File: src/rtl/bnkctl_pkg.sv
// Package: shared constants and the trigger-level decode for the register bank.
// Assumes a 32-bit data word; field positions are fixed by the external decoder.
package bnkctl_pkg;
    localparam int DATA_W    = 32;
    localparam int ADDR_LOCK = 0;
    localparam int ADDR_CTRL = 1;
    localparam int AUX_BASE  = 2;
    localparam int HIST_W    = 16;
    localparam int EN_BIT    = 16;
    localparam int LVL_LSB   = 19;
    localparam int LVL_W     = 2;
    localparam int THR_W     = 5;
    localparam logic [LVL_W-1:0] LVL_RESET = 2'd2;

    // Map a trigger code onto a threshold in characters.
    function automatic logic [THR_W-1:0] lvl_to_thresh(input logic [LVL_W-1:0] code);
        logic [THR_W-1:0] t;
        case (code)
            2'd0:    t = 5'd1;
            2'd1:    t = 5'd4;
            2'd2:    t = 5'd8;
            default: t = 5'd16;
        endcase
        return t;
    endfunction
endpackage

File: src/rtl/bnkctl_lock.sv
// Module: one-bit write-enable lock, clear-only by writing a one.
// Assumes clr_req is a decoded write strobe to the lock address.
module bnkctl_lock (
    input  logic clk,
    input  logic rst_n,
    input  logic clr_req,
    input  logic clr_bit,
    output logic lock_q
);
    // Lock state: set by reset, cleared by a write of one, never set by software.
    always_ff @(posedge clk) begin
        if (!rst_n)
            lock_q <= 1'b1;
        else if (clr_req && clr_bit)
            lock_q <= 1'b0;
    end

    AST_LOCK_STICKY: assert property (@(posedge clk) disable iff (!rst_n)
        !lock_q |=> !lock_q);
endmodule

File: src/rtl/bnkctl_guard_reg.sv
// Module: software-writable register whose writes are honoured only while allowed.
// Assumes wr_req is a decoded write strobe and allow reflects the lock bit.
module bnkctl_guard_reg #(
    parameter int W = 8,
    parameter logic [W-1:0] RESET_VAL = '0
) (
    input  logic         clk,
    input  logic         rst_n,
    input  logic         wr_req,
    input  logic         allow,
    input  logic [W-1:0] wdata,
    output logic [W-1:0] q
);
    // Storage: reset value, then software data while the lock is open.
    always_ff @(posedge clk) begin
        if (!rst_n)
            q <= RESET_VAL;
        else if (wr_req && allow)
            q <= wdata;
    end

    AST_GUARD_HOLD: assert property (@(posedge clk) disable iff (!rst_n)
        (!wr_req || !allow) |=> $stable(q));
endmodule

File: src/rtl/bnkctl_hist.sv
// Module: oversample history shift register, filled by hardware only.
// Assumes tick is a single-cycle strobe in the clk domain.
module bnkctl_hist #(
    parameter int W = 16
) (
    input  logic         clk,
    input  logic         rst_n,
    input  logic         tick,
    input  logic         en,
    input  logic         sample,
    output logic [W-1:0] hist
);
    // Shift: newest sample into bit 0 on an enabled strobe.
    always_ff @(posedge clk) begin
        if (!rst_n)
            hist <= '0;
        else if (tick && en)
            hist <= {hist[W-2:0], sample};
    end

    AST_HIST_HOLD: assert property (@(posedge clk) disable iff (!rst_n)
        !(tick && en) |=> $stable(hist));
    AST_HIST_SHIFT: assert property (@(posedge clk) disable iff (!rst_n)
        (tick && en) |=> (hist[W-1:1] == $past(hist[W-2:0])) && (hist[0] == $past(sample)));
endmodule

File: src/rtl/bnkctl_bank.sv
// Module: lockable control register bank top.
// Decodes word addresses, applies the lock to guarded writes, assembles read
// data with reserved bits forced to zero, and exports field values.
// Assumes ADDR_W can cover AUX_BASE+NUM_AUX addresses and AUX_W <= 32.
module bnkctl_bank
    import bnkctl_pkg::*;
#(
    parameter int ADDR_W  = 4,
    parameter int NUM_AUX = 2,
    parameter int AUX_W   = 16
) (
    input  logic                     clk,
    input  logic                     rst_n,
    input  logic                     bus_valid,
    input  logic                     bus_write,
    input  logic [ADDR_W-1:0]        bus_addr,
    input  logic [DATA_W-1:0]        bus_wdata,
    output logic [DATA_W-1:0]        bus_rdata,
    output logic                     bus_err,
    input  logic                     rx_sample,
    input  logic                     ovs_tick,
    output logic                     lock_open,
    output logic                     cap_en,
    output logic [LVL_W-1:0]         tx_level,
    output logic [THR_W-1:0]         tx_thresh,
    output logic [NUM_AUX*AUX_W-1:0] aux_cfg
);
    localparam int CTRL_W = LVL_W + 1;
    localparam logic [CTRL_W-1:0] CTRL_RESET = {LVL_RESET, 1'b0};

    logic                wr_stb;
    logic                rd_stb;
    logic                hit_lock;
    logic                hit_ctrl;
    logic [NUM_AUX-1:0]  hit_aux;
    logic                unmapped;
    logic                lock_q;
    logic [CTRL_W-1:0]   ctrl_q;
    logic [HIST_W-1:0]   hist_q;
    logic [AUX_W-1:0]    aux_q [NUM_AUX];
    logic [DATA_W-1:0]   ctrl_word;
    logic [DATA_W-1:0]   rd_mux;
    logic                unused_wdata;

    assign unused_wdata = ^bus_wdata;

    // Strobes: qualify the request by direction.
    assign wr_stb = bus_valid && bus_write;
    assign rd_stb = bus_valid && !bus_write;

    // Decode: one hit line per mapped word, unmapped when none match.
    always_comb begin
        hit_lock = (bus_addr == ADDR_W'(ADDR_LOCK));
        hit_ctrl = (bus_addr == ADDR_W'(ADDR_CTRL));
        for (int i = 0; i < NUM_AUX; i++)
            hit_aux[i] = (bus_addr == ADDR_W'(AUX_BASE + i));
        unmapped = !(hit_lock || hit_ctrl || (|hit_aux));
    end

    bnkctl_lock u_lock (
        .clk     (clk),
        .rst_n   (rst_n),
        .clr_req (wr_stb && hit_lock),
        .clr_bit (bus_wdata[0]),
        .lock_q  (lock_q)
    );

    bnkctl_guard_reg #(
        .W         (CTRL_W),
        .RESET_VAL (CTRL_RESET)
    ) u_ctrl (
        .clk   (clk),
        .rst_n (rst_n),
        .wr_req(wr_stb && hit_ctrl),
        .allow (lock_q),
        .wdata ({bus_wdata[LVL_LSB+LVL_W-1:LVL_LSB], bus_wdata[EN_BIT]}),
        .q     (ctrl_q)
    );

    bnkctl_hist #(
        .W (HIST_W)
    ) u_hist (
        .clk    (clk),
        .rst_n  (rst_n),
        .tick   (ovs_tick),
        .en     (ctrl_q[0]),
        .sample (rx_sample),
        .hist   (hist_q)
    );

    for (genvar g = 0; g < NUM_AUX; g++) begin : g_aux
        bnkctl_guard_reg #(
            .W         (AUX_W),
            .RESET_VAL ('0)
        ) u_aux (
            .clk   (clk),
            .rst_n (rst_n),
            .wr_req(wr_stb && hit_aux[g]),
            .allow (lock_q),
            .wdata (bus_wdata[AUX_W-1:0]),
            .q     (aux_q[g])
        );
        assign aux_cfg[g*AUX_W +: AUX_W] = aux_q[g];
    end

    // Control word: fields at fixed positions, reserved bits zero.
    always_comb begin
        ctrl_word = '0;
        ctrl_word[HIST_W-1:0] = hist_q;
        ctrl_word[EN_BIT] = ctrl_q[0];
        ctrl_word[LVL_LSB +: LVL_W] = ctrl_q[CTRL_W-1:1];
    end

    // Read mux: selected word, zero for unmapped addresses.
    always_comb begin
        rd_mux = '0;
        if (hit_lock)
            rd_mux[0] = lock_q;
        if (hit_ctrl)
            rd_mux = ctrl_word;
        for (int i = 0; i < NUM_AUX; i++)
            if (hit_aux[i])
                rd_mux = DATA_W'(aux_q[i]);
    end

    // Response: registered data on reads, one-cycle error on unmapped access.
    always_ff @(posedge clk) begin
        if (!rst_n) begin
            bus_rdata <= '0;
            bus_err   <= 1'b0;
        end else begin
            bus_rdata <= rd_stb ? rd_mux : '0;
            bus_err   <= bus_valid && unmapped;
        end
    end

    // Field export to the receive, baud and interrupt logic.
    assign lock_open = lock_q;
    assign cap_en    = ctrl_q[0];
    assign tx_level  = ctrl_q[CTRL_W-1:1];
    assign tx_thresh = lvl_to_thresh(ctrl_q[CTRL_W-1:1]);

    AST_UNMAPPED_ERR: assert property (@(posedge clk) disable iff (!rst_n)
        (bus_valid && unmapped) |=> bus_err);
    AST_MAPPED_NO_ERR: assert property (@(posedge clk) disable iff (!rst_n)
        !(bus_valid && unmapped) |=> !bus_err);
    AST_IDLE_RDATA: assert property (@(posedge clk) disable iff (!rst_n)
        !rd_stb |=> (bus_rdata == '0));
    AST_RSVD_ZERO: assert property (@(posedge clk) disable iff (!rst_n)
        (rd_stb && hit_ctrl) |=> (bus_rdata[31:21] == '0) && (bus_rdata[18:17] == '0));
    AST_THRESH_TRACK: assert property (@(posedge clk) disable iff (!rst_n)
        (wr_stb && hit_ctrl && lock_q) |=> (tx_level == $past(bus_wdata[20:19])));
endmodule

File: config.mk
export PLATFORM = sky130hd
export DESIGN_NAME = bnkctl_bank
export DESIGN_NICKNAME = d
export VERILOG_FILES = /design/src/rtl/bnkctl_pkg.sv /design/src/rtl/bnkctl_lock.sv /design/src/rtl/bnkctl_guard_reg.sv /design/src/rtl/bnkctl_hist.sv /design/src/rtl/bnkctl_bank.sv
export SDC_FILE = /design/constraint.sdc
export NUM_CORES = 1
export LEC_CHECK = 0
export ABC_AREA = 0
export BUFFER_PORTS_ARGS = -buffer_cell sky130_fd_sc_hd__buf_2
export CAP_MARGIN = 5
export CORE_MARGIN = 2
export CORE_UTILIZATION = 35
export DETAILED_ROUTE_END_ITERATION = 7
export GPL_ROUTABILITY_DRIVEN = 0
export GPL_TIMING_DRIVEN = 0
export HOLD_SLACK_MARGIN = 0.06
export REMOVE_ABC_BUFFERS = 1
export SKIP_LAST_GASP = 1
export SLEW_MARGIN = 20
export SYNTH_ARGS = -nofsm -noshare
export SYNTH_HDL_FRONTEND = slang
export SYNTH_SLANG_ARGS = --single-unit
File: constraint.sdc
create_clock -name clk -period 1.8 [get_ports clk]
set_input_delay 0.27 -clock clk [delete_from_list [all_inputs] [get_ports clk]]
set_output_delay 0.27 -clock clk [all_outputs]
set_load 0.01 [all_outputs]
==> qor.tcl <==
set qor(clkSlewWorstSetupHoldPaths_ns) 0.07
set qor(rsz0062_at_grt) {false}
set qor(place.detailed.hpwl_um) 5080
set qor(drtPass1Iterations) 4
set qor(synth-warning-count) 0
set qor(cp-end-kind) {register}
set qor(die_w_um) 98.7
set qor(post-route-drc-count) 0
set qor(grt_pass1_vias) 2605
set qor(post_drt_wl_per_cell_um) 15.6
set qor(vdd.ir_drop.worst_mv) 0.336
set qor(arrival_ns) 1.95
set qor(cts_root_buf) {sky130_fd_sc_hd__clkbuf_8}
set qor(switching_share_pct) 23.0
set qor(via_per_inst) 5.14
set qor(timing.critical_path.fanout_max) 54
set qor(layout-drive-gt1-share_pct) 28.4
set qor(fp-row-count) 34
set qor(postSynthCellCount) 362
set qor(critical_path.top_delay_family) {simple AND/OR/NAND/NOR gates}
set qor(critical_path.startpoint_type) {primary input}
set qor(combinational_family_with_the_most_area_after_synthesis) {simple AND/OR/NAND/NOR gates}
set qor(fin_setup_tns_ns) 0
set qor(synth.yosys.seq_area_share_pct) 46.0
set qor(power_per_cell_area_mw_per_mm2) 855
set qor(grt_pass1_wl_um) 13600
set qor(outcome) {finished, final reports clean}
set qor(dieArea_mm2) 0.00974
set qor(finalPower_mw) 3.25
set qor(tightestPinTransition_ns) 0.761
set qor(io_pins) 116
set qor(h_tree_levels) 3
set qor(grtUsageTotal_pct) 17.7
set qor(placed_cell_count) 525
set qor(crit_path_top_delay_cell) {sky130_fd_sc_hd__or3_2}
set qor(fill_cells) 912
set qor(synthXorXnorAreaFrac_pct) 0
set qor(final-instance-count-excl-fill) 544
set qor(yosys.area.top_type) {sky130_fd_sc_hd__dfxtp_1}
set qor(synth_compound_area_share_pct) 20.7
set qor(postSynthAreaPerCell_um2) 8.67
set qor(routed_wl_um) 8480
set qor(grt_antenna_before_repair) 0
set qor(synth_mux_area_share_pct) 0.319
set qor(drt.antenna.violating_nets) 0
set qor(total_leakage_power_nw) 1.57
set qor(switching_power_uw) 748
set qor(initial_utilization_pct) 36.0
set qor(cts-root-to-sink-buffers) 2
set qor(area_growth_pct) 21.1
set qor(cts_tree) {yes}
set qor(slew_viol_final) 0
set qor(max_freq_ghz) 0.585
set qor(via_count) 2797
set qor(final_critical_delay_including_setup_and_external_delays_ns) 1.71
set qor(criticalPathCategory) {in2reg}
set qor(coreArea_mm2) 0.00872
set qor(adder_cell_share_of_the_synthesized_area_pct) 0
set qor(cell_internal_pwr_mw) 2.50
set qor(clock_insertion_delay_worst_skew_ns) 0.34
set qor(layout.cells.most_common) {sky130_fd_sc_hd__buf_2}
set qor(yosysUniqueCellTypes) 32
set qor(cp_cell_sequence) {buf_4 > nand3b_4 > or3_2 > nor4_2}
set qor(timing.critical_path.buf_inv) 1
set qor(sequentialPowerShare_pct) 49.5
set qor(drt_iter0_markers) 151
set qor(power.combinational.fraction_pct) 7.5
set qor(cts_inserted_buffers) 9
set qor(synth_simple_gate_area_share_pct) 24.6
set qor(clock_power_share_pct) 43.1
set qor(hold_path_class) {in2reg}
set qor(most-common-layout-cells) {sky130_fd_sc_hd__buf_2 (87), sky130_fd_sc_hd__dfxtp_1 (72), sky130_fd_sc_hd__nand2_1 (36), sky130_fd_sc_hd__nand3_1 (36)}
set qor(clkSinkCount) 72
set qor(clock_skew_ns) 0.00964
set qor(placedInstanceArea_mm2) 0.00354
set qor(postLayoutCellArea_mm2) 0.00380
set qor(num-nets-final) 473
set qor(setup_violations) 0
set qor(final_antenna_diode_count) 0
set qor(slowest_cell_delay_on_critical_path_ns) 0.70
set qor(netlist.area_leader.share_pct) 46.0
set qor(fp.dieH_um) 98.7
set qor(critical_path_required_ns) 2.04
set qor(max-cap-violations) 0
set qor(fin_crit_sh_pct) 95.0
set qor(syn-cell-area_mm2) 0.00314
set qor(overflow) 0
set qor(io_buffers) 88
set qor(grt_max_degree) 55
set qor(ys_ff_latch) 72
set qor(post_synth_main_area_contributors) {sky130_fd_sc_hd__dfxtp_1 (46%), sky130_fd_sc_hd__a21boi_0 (7.7%), sky130_fd_sc_hd__nand3_1 (5.9%), sky130_fd_sc_hd__a21boi_1 (4.3%), sky130_fd_sc_hd__nand2_1 (4.3%)}
set qor(slew-limit-headroom_pct) 49.3
set qor(finalHoldViolCount) 0
set qor(finalHoldWorstSlack_ns) 0.166
## synth_stat cells
cell type / instances
sky130_fd_sc_hd__dfxtp_1: 72
sky130_fd_sc_hd__nand3_1: 37
sky130_fd_sc_hd__nand2_1: 36
sky130_fd_sc_hd__a21boi_0: 32
sky130_fd_sc_hd__nor2_1: 32
sky130_fd_sc_hd__o21ai_0: 22
sky130_fd_sc_hd__clkbuf_1: 19
sky130_fd_sc_hd__a21boi_1: 18
sky130_fd_sc_hd__buf_4: 17
sky130_fd_sc_hd__a21oi_1: 15
sky130_fd_sc_hd__o21ai_1: 13
sky130_fd_sc_hd__buf_2: 10
sky130_fd_sc_hd__nor4_2: 10
sky130_fd_sc_hd__and2_1: 5
sky130_fd_sc_hd__nor4_1: 5
sky130_fd_sc_hd__nor2b_1: 2
sky130_fd_sc_hd__or4b_4: 2
sky130_fd_sc_hd__a31oi_1: 1
sky130_fd_sc_hd__and3_1: 1
sky130_fd_sc_hd__buf_6: 1
sky130_fd_sc_hd__conb_1: 1
sky130_fd_sc_hd__mux2i_1: 1
sky130_fd_sc_hd__nand3b_4: 1
sky130_fd_sc_hd__nand4b_1: 1
sky130_fd_sc_hd__nand4bb_1: 1
sky130_fd_sc_hd__nor4b_1: 1
sky130_fd_sc_hd__nor4b_4: 1
sky130_fd_sc_hd__nor4bb_1: 1
sky130_fd_sc_hd__o211a_1: 1
sky130_fd_sc_hd__o41ai_1: 1
sky130_fd_sc_hd__or3_1: 1
sky130_fd_sc_hd__or4_1: 1
## sequential cells by signal, indices dropped and copies added, names as in the netlist
name / count
u_lock.lock_q: 1
u_hist.hist: 16
bus_rdata: 19
g_aux.u_aux.q: 32
u_ctrl.q: 3
bus_err: 1
## what timing repair did
item / 4_1_cts / 5_1_grt
resized for setup: 2 / 2
gates cloned: 0 / 0
hold buffers: 0 / 0
buffers inserted: 3 / 0
setup endpoints to repair: 48 / 16
## power by group through the flow
stage / Combinational, mW / Sequential (mW) / Clock [mW]
after floorplan: 0.101 / 1.65 / 0
after CTS: 0.240 / 1.61 / 1.44
after detailed placement: 0.235 / 1.64 / 0
after global routing: 0.263 / 1.61 / 1.51
after global placement: 0.225 / 1.64 / 0
final: 0.243 / 1.61 / 1.40
## through the flow
step / utilization, % / setup WS, ns
2_1_floorplan: - / -0.172
3_3_place_gp: 40.1 / -2.41
3_5_place_dp: 40.6 / -0.592
4_1_cts: 43.4 / 0.0640
5_1_grt: 43.5 / 0.0210
6_report: 43.5 / 0.0907
## worst paths after layout
kind / startpoint / endpoint / slack [ns] / cells past startpoint
setup / recovery: rst_n / bus_rdata[2] / 0.09 / 4
hold / removal: bus_wdata[20] / u_ctrl.q[2] / 0.17 / 3
setup reg to reg: u_lock.lock_q / g_aux[1].u_aux.q[8] / 0.21 / 3
hold reg to reg: u_hist.hist[15] / u_hist.hist[15] / 0.47 / 2
## metal layers
layer  routed length, um  global-route usage [%]
met5                   0                       0
met4                 101                    5.69
met1                3760                    21.8
met2                4210                    30.2
met3                 401                    4.54
## cell families (layout without fill, tap and decap cells)
logic type             Yosys count  after routing
other                            1             14
AND/OR/NAND/NOR                138            138
buffers and inverters           47            108
flip-flops                      72             72
multiplexers                     1              1
AO/OA/AOI/OAI                  103            103
## cell type report
cell class / count / area (um2) / area share [%]
clock buffer: 13 / 149 / 3.92
clock inverter: 3 / 65.1 / 1.71
sequential: 72 / 1440 / 38.0
timing repair buffer: 92 / 477 / 12.6
multi-input combinational: 256 / 1530 / 40.3
tap: 108 / 135 / 3.56
## worst register-to-register path: stages (launching register included)
cell and delay [ns]:
sky130_fd_sc_hd__dfxtp_1 0.43, sky130_fd_sc_hd__and3_2 0.70, sky130_fd_sc_hd__nand3_1 0.20, sky130_fd_sc_hd__a21boi_0 0.18
No activity file was read; power rests on OpenSTA's default activity.
